==> src/rtl/nvmCtlPkg.sv <==
`timescale 1ns/1ps
package nvmCtlPkg;
  localparam int REG_W = 8;

  // Strobes from the sequencer to the register bits
  typedef struct packed {
    logic por;    // power-on clear
    logic warm;   // warm reset abort
    logic ldCfg;  // load select and erase bits (idle only)
    logic ldCom;  // load write enable and error flag
    logic setWr;  // accepted start
    logic setRd;  // accepted read
    logic clrRd;  // read finished
    logic done;   // programming finished
  } nvmStb_t;
endpackage

==> src/rtl/nvmCtlBits.sv <==
`timescale 1ns/1ps
module nvmCtlBits
  import nvmCtlPkg::*;
(
  input  logic             clk,
  input  nvmStb_t          stb,
  input  logic [REG_W-1:0] wd,
  output logic [REG_W-1:0] image
);
  logic selProgQ, selCfgQ, freeQ, errQ, wrenQ, wrQ, rdQ;

  always_ff @(posedge clk) begin
    if (stb.por) begin
      selProgQ <= 1'b0;
      selCfgQ  <= 1'b0;
      freeQ    <= 1'b0;
      errQ     <= 1'b0;
      wrenQ    <= 1'b0;
      wrQ      <= 1'b0;
      rdQ      <= 1'b0;
    end else if (stb.warm) begin
      freeQ <= 1'b0;
      wrenQ <= 1'b0;
      wrQ   <= 1'b0;
      rdQ   <= 1'b0;
      errQ  <= errQ | wrQ;
    end else begin
      if (stb.ldCfg) begin
        selProgQ <= wd[7];
        selCfgQ  <= wd[6];
        freeQ    <= wd[4];
      end
      if (stb.ldCom) begin
        wrenQ <= wd[2];
        errQ  <= wd[3];
      end
      if (stb.setWr) wrQ <= 1'b1;
      if (stb.clrRd) rdQ <= 1'b0;
      if (stb.setRd) rdQ <= 1'b1;
      if (stb.done) begin
        wrQ   <= 1'b0;
        freeQ <= 1'b0;
        errQ  <= 1'b0;
      end
    end
  end

  assign image = {selProgQ, selCfgQ, 1'b0, freeQ, errQ, wrenQ, wrQ, rdQ};

  // a read bit lasts one cycle unless re-requested
  p_rd_single_r3: assert property (@(posedge clk) disable iff (stb.por || stb.warm)
    (rdQ && !stb.setRd) |=> !rdQ);
  // a pending read never coexists with program flash select
  p_rd_refused_r5: assert property (@(posedge clk) disable iff (stb.por || stb.warm)
    rdQ |-> !selProgQ);
  // a start only appears with write enable set
  p_wr_needs_wren_r6: assert property (@(posedge clk) disable iff (stb.por || stb.warm)
    $rose(wrQ) |-> wrenQ);
  // target bits hold while busy
  p_sel_frozen_r9: assert property (@(posedge clk) disable iff (stb.por || stb.warm)
    $past(wrQ) |-> ($stable(selProgQ) && $stable(selCfgQ)));
  // warm abort of a busy write records the error
  p_warm_err_r10: assert property (@(posedge clk) disable iff (stb.por)
    (stb.warm && wrQ) |=> (errQ && !wrQ));
endmodule

==> src/rtl/nvmCtlSeq.sv <==
`timescale 1ns/1ps
module nvmCtlSeq
  import nvmCtlPkg::*;
#(
  parameter int ADDR_W      = 8,
  parameter int REG_ADDR    = 8'hA6,
  parameter int PROG_CYCLES = 8
) (
  input  logic              clk,
  input  logic              porRst,
  input  logic              warmRst,
  input  logic              cpuWe,
  input  logic [ADDR_W-1:0] cpuAddr,
  input  logic [REG_W-1:0]  wd,
  input  logic [REG_W-1:0]  image,
  output nvmStb_t           stb,
  output logic              memWrStb,
  output logic              memErStb
);
  localparam int CW = $clog2(PROG_CYCLES + 1);
  localparam logic [CW-1:0] LAST = CW'(PROG_CYCLES - 1);

  logic          busy, hit, cpuCyc, newProg, startQ;
  logic [CW-1:0] cnt;

  assign busy    = image[1];
  assign hit     = cpuWe && (cpuAddr == ADDR_W'(REG_ADDR));
  assign cpuCyc  = hit && !porRst && !warmRst;
  assign newProg = busy ? image[7] : wd[7];

  always_comb begin
    stb       = '0;
    stb.por   = porRst;
    stb.warm  = warmRst;
    stb.ldCfg = cpuCyc && !busy;
    stb.ldCom = cpuCyc;
    stb.setWr = cpuCyc && !busy && wd[1] && wd[2];
    stb.setRd = cpuCyc && wd[0] && !newProg;
    stb.clrRd = image[0];
    stb.done  = busy && (cnt == LAST) && !porRst && !warmRst;
  end

  always_ff @(posedge clk) begin
    if (porRst || warmRst) begin
      cnt    <= '0;
      startQ <= 1'b0;
    end else begin
      startQ <= stb.setWr;
      if (stb.setWr || stb.done) cnt <= '0;
      else if (busy)             cnt <= cnt + 1'b1;
    end
  end

  assign memWrStb = startQ && !image[4];
  assign memErStb = startQ && image[4];

  // write and erase starts are exclusive single pulses
  p_start_kind_r7: assert property (@(posedge clk) disable iff (porRst || warmRst)
    $onehot0({memWrStb, memErStb}));
  p_start_pulse_r7: assert property (@(posedge clk) disable iff (porRst || warmRst)
    (memWrStb || memErStb) |=> !(memWrStb || memErStb));
  p_cnt_bound_r7: assert property (@(posedge clk) disable iff (porRst || warmRst)
    cnt <= LAST);
  // completion drops the busy bit and erase bit
  p_done_clears_r8: assert property (@(posedge clk) disable iff (porRst || warmRst)
    stb.done |=> (!image[1] && !image[4]));
endmodule

==> src/rtl/nvmCtlReg.sv <==
`timescale 1ns/1ps
module nvmCtlReg
  import nvmCtlPkg::*;
#(
  parameter int ADDR_W      = 8,
  parameter int REG_ADDR    = 8'hA6,
  parameter int PROG_CYCLES = 8
) (
  input  logic              clk,
  input  logic              porRst,
  input  logic              warmRst,
  input  logic              cpuWe,
  input  logic [ADDR_W-1:0] cpuAddr,
  input  logic [REG_W-1:0]  cpuWdata,
  output logic [REG_W-1:0]  cpuRdata,
  output logic              memRdStb,
  output logic              memWrStb,
  output logic              memErStb,
  output logic              memSelProg,
  output logic              memSelCfg
);
  nvmStb_t          stb;
  logic [REG_W-1:0] image;

  nvmCtlSeq #(.ADDR_W(ADDR_W), .REG_ADDR(REG_ADDR), .PROG_CYCLES(PROG_CYCLES)) uSeq (
    .clk(clk), .porRst(porRst), .warmRst(warmRst), .cpuWe(cpuWe), .cpuAddr(cpuAddr),
    .wd(cpuWdata), .image(image), .stb(stb), .memWrStb(memWrStb), .memErStb(memErStb)
  );

  nvmCtlBits uBits (.clk(clk), .stb(stb), .wd(cpuWdata), .image(image));

  assign cpuRdata   = (cpuAddr == ADDR_W'(REG_ADDR)) ? image : '0;
  assign memRdStb   = image[0];
  assign memSelProg = image[7];
  assign memSelCfg  = image[6];

  // bit 5 never reads back as 1
  p_rsvd_zero_r2: assert property (@(posedge clk) disable iff (porRst)
    !cpuRdata[5]);
endmodule

==> config.mk <==
export PLATFORM = sky130hd
export DESIGN_NAME = nvmCtlReg
export DESIGN_NICKNAME = d
export VERILOG_FILES = /design/src/rtl/nvmCtlPkg.sv /design/src/rtl/nvmCtlBits.sv /design/src/rtl/nvmCtlSeq.sv /design/src/rtl/nvmCtlReg.sv
export SDC_FILE = /design/constraint.sdc
export NUM_CORES = 1
export LEC_CHECK = 0
export BUFFER_PORTS_ARGS = -buffer_cell sky130_fd_sc_hd__buf_4
export CORE_ASPECT_RATIO = 1.1
export CORE_MARGIN = 4
export CORE_UTILIZATION = 47
export DETAILED_ROUTE_END_ITERATION = 10
export PLACE_DENSITY = 0.82
export REMOVE_ABC_BUFFERS = 1
export SETUP_SLACK_MARGIN = 0.4
export SLEW_MARGIN = 20
export SYNTH_ARGS = -nofsm -noshare
export SYNTH_HDL_FRONTEND = slang
export SYNTH_HIERARCHICAL = 1
export SYNTH_SLANG_ARGS = --single-unit
export TNS_END_PERCENT = 5
==> constraint.sdc <==
create_clock -name clk -period 2.2 [get_ports clk]
set_input_delay 0.11 -clock clk [delete_from_list [all_inputs] [get_ports clk]]
set_output_delay 0.11 -clock clk [all_outputs]
set_load 0.005 [all_outputs]
==> impl_results.md <==
* Status: completed
* Slew Limit Fails at 0
* Die footprint at 2500 sq um
* Clock skew at 2.55 ps
* DP HPWL at 1.27 mm
* Max frequency at 654 MHz
* Worst path top cell family by delay: simple AND/OR/NAND/NOR gates
* Cts hold-fix bufs at 0
* Diode count at 0
* WS Path Type: flip-flop to flip-flop
* Clk Latency, worst-skew pair at 260 ps
* Leakage at 0.000374 uW
* Final Hold Viols at 0
* Via count at 661
* Met3 wire length at 168 um
* Max-cap viol count at 0
* Final min period at 1530 ps
* Htree depth at 1
* Crit path DAT at 1690 ps
* Clk buf depth at 2
* Die X-Extent at 48.1 um
* Period utilization at 69.5%
* WL met1 at 638 um
* Clock Sinks at 12
* Reg-to-Reg Start: uBits/wrQ$_SDFFE_PP0P_
* Critical Path Start Type: flip-flop
* Top-area cell type share of the netlist area at 29.0%
* Initial antenna violation count at 0
* Drt total wl at 1.54 mm
* Critical path peak fanout at 11
* 1st-iter DRT viols at 8
* Hold path startpoint: cpuWdata[7]
* Largest net degree at the start of global routing at 13
* Slowest cell on crit path: nor4_1
* Drc violations at 0
* Setup crit end kind: flip-flop
* Slowest cell delay on critical path at 490 ps
* Unrepaired setup endpoints after global routing: no
* Tot GR Track Use at 14.3%
* Flops & latches, synth at 12
* Row count at 15
* Post-synth EDFFs at 0
* CP Launch Point: uBits/wrQ$_SDFFE_PP0P_
* Top cells by area, synth: dfxtp_1, nor3_2, buf_4
* TritonCTS clock tree: built
* Post-DR vias/cell at 5.16
* Buf/Inv on CP at 0
* Reg clk slew, reported paths at 70 ps
* Root Driver: clkbuf_4
* Post-cts resize count at 0
* Total power at 435 uW
* Starting Density at 51.4%
* Synth warnings at 6
* Syn-to-layout area delta at 20.8%
* Antenna-violating nets left at 0
* PD cells at 434 nW/um^2
* Vias in the first global route at 628
* Port bufs at 30
* GPL Wtd Cong at 0.649
* Synth unique cells at 30
* Io pins at 33
* CTS buffer count at 3
* Setup TNS at 0 ps
* Core area at 1610 sq um
* Top sig layer: met4
* Grt total ovfl at 0
* Global-route wire length before repair at 2.58 mm
* Crit path cell chain: nor4_1 > and2b_2 > mux2i_1 > nor2_1
* Drt first pass iters at 4
* Syn Std Cell Area at 830 sq um
* Share of cells above drive strength 1 at 42.3%
* Sequential area share after synthesis at 29.0%
* VDD IR max at 0.317 mV
* Post-synth top cells: buf_4, dfxtp_1, inv_1
* Ys async rst share at 0%
* Top FF cell, synth: dfxtp_1
* Avg Cell Area, Syn at 9.02 sq um
* Die Ht at 52.1 um
* Post-CTS Setup Bufs at 0
* Setup violators final at 0
* Post-Synthesis Cells at 92
* Synth area leader: dfxtp_1
* Final net count at 133
* Avg WL per Cell at 12.0 um
* Worst Path Required at 2360 ps
* Met2 routed WL at 715 um
* Min-delay worst type: primary input to flip-flop
-- area by class of cell --
cell class,instances,area (sq um)
repair buffers,30,225
fillers,143,612
inverters,10,37.5
multi-input cells,55,442
clock buffers,4,36.3
flip-flops and latches,12,240
well taps,17,21.3
-- stage by stage --
stage	util, %	area [sq um]	instances	setup WS, ps	hold WS [ps]
2_1_floorplan	-	719	77	674	182
3_5_place_dp	59.8	966	124	377	365
5_1_grt	62.1	1000	128	519	82.8
3_3_place_gp	59.8	966	124	448	344
4_1_cts	62.1	1000	128	635	85.4
6_report	62.1	1000	128	672	86.3
-- sequential cells by signal, summed over array words and instances (netlist names) --
signal	cells
uBits/errQ	1
uBits/freeQ	1
uBits/rdQ	1
uBits/selCfgQ	1
uBits/selProgQ	1
uBits/wrQ	1
uBits/wrenQ	1
uSeq/cnt	4
uSeq/startQ	1
-- cell usage in the layout (no fill, tap or decap), drive strengths merged, types with 2 or more instances in the layout --
cell type,count
inv,10
mux2i,6
buf,30
nor2b,3
xor2,2
nand2,2
nand4bb,3
nor2,4
dfxtp,12
nor3,15
nand3b,2
clkbuf,4
nor4,6
-- worst reg2reg max path, stage by stage (launching register included) --
cell	delay, ps
dfxtp_1	440
nor4_1	490
and2b_2	260
mux2i_1	190
nor2_1	50
-- per-layer routing --
metal | up-vias | track usage (%)
met5 | - | 0
met4 | 0 | 6.73
met3 | 2 | 3.11
met2 | 23 | 23.6
met1 | 289 | 16.9
li1 | 347 | -
-- power breakdown --
group          leakage, uW  switching (uW)  internal, uW
registers        0.0000966          0.0190           217
logic             0.000257            21.3          26.4
clock network    0.0000210            70.1           100
-- final timing paths --
path / to / slack (ps) / cells after the start
worst max-delay path: uBits/selCfgQ$_SDFFE_PP0P_ / 670 / 4
worst min-delay path: uBits/selProgQ$_SDFFE_PP0P_ / 90 / 3
worst max register to register: uBits/selCfgQ$_SDFFE_PP0P_ / 670 / 4
worst min register to register: uBits/wrenQ$_SDFFE_PP0P_ / 530 / 2
-- logic make-up (layout without fill, tap and decap cells) --
family	after synthesis	in the layout	share of synthesized area, %
AND/OR/NAND/NOR	41	41	38.2
buffers and inverters	25	44	17.8
flip-flops	12	12	29.0
multiplexers	6	6	7.24
AO/OA/AOI/OAI	3	3	2.71
XOR/XNOR	3	3	3.17
adder cells (fa/ha/maj)	1	1	1.51
other	1	1	0.452
Power figures use the tool's default switching activity.
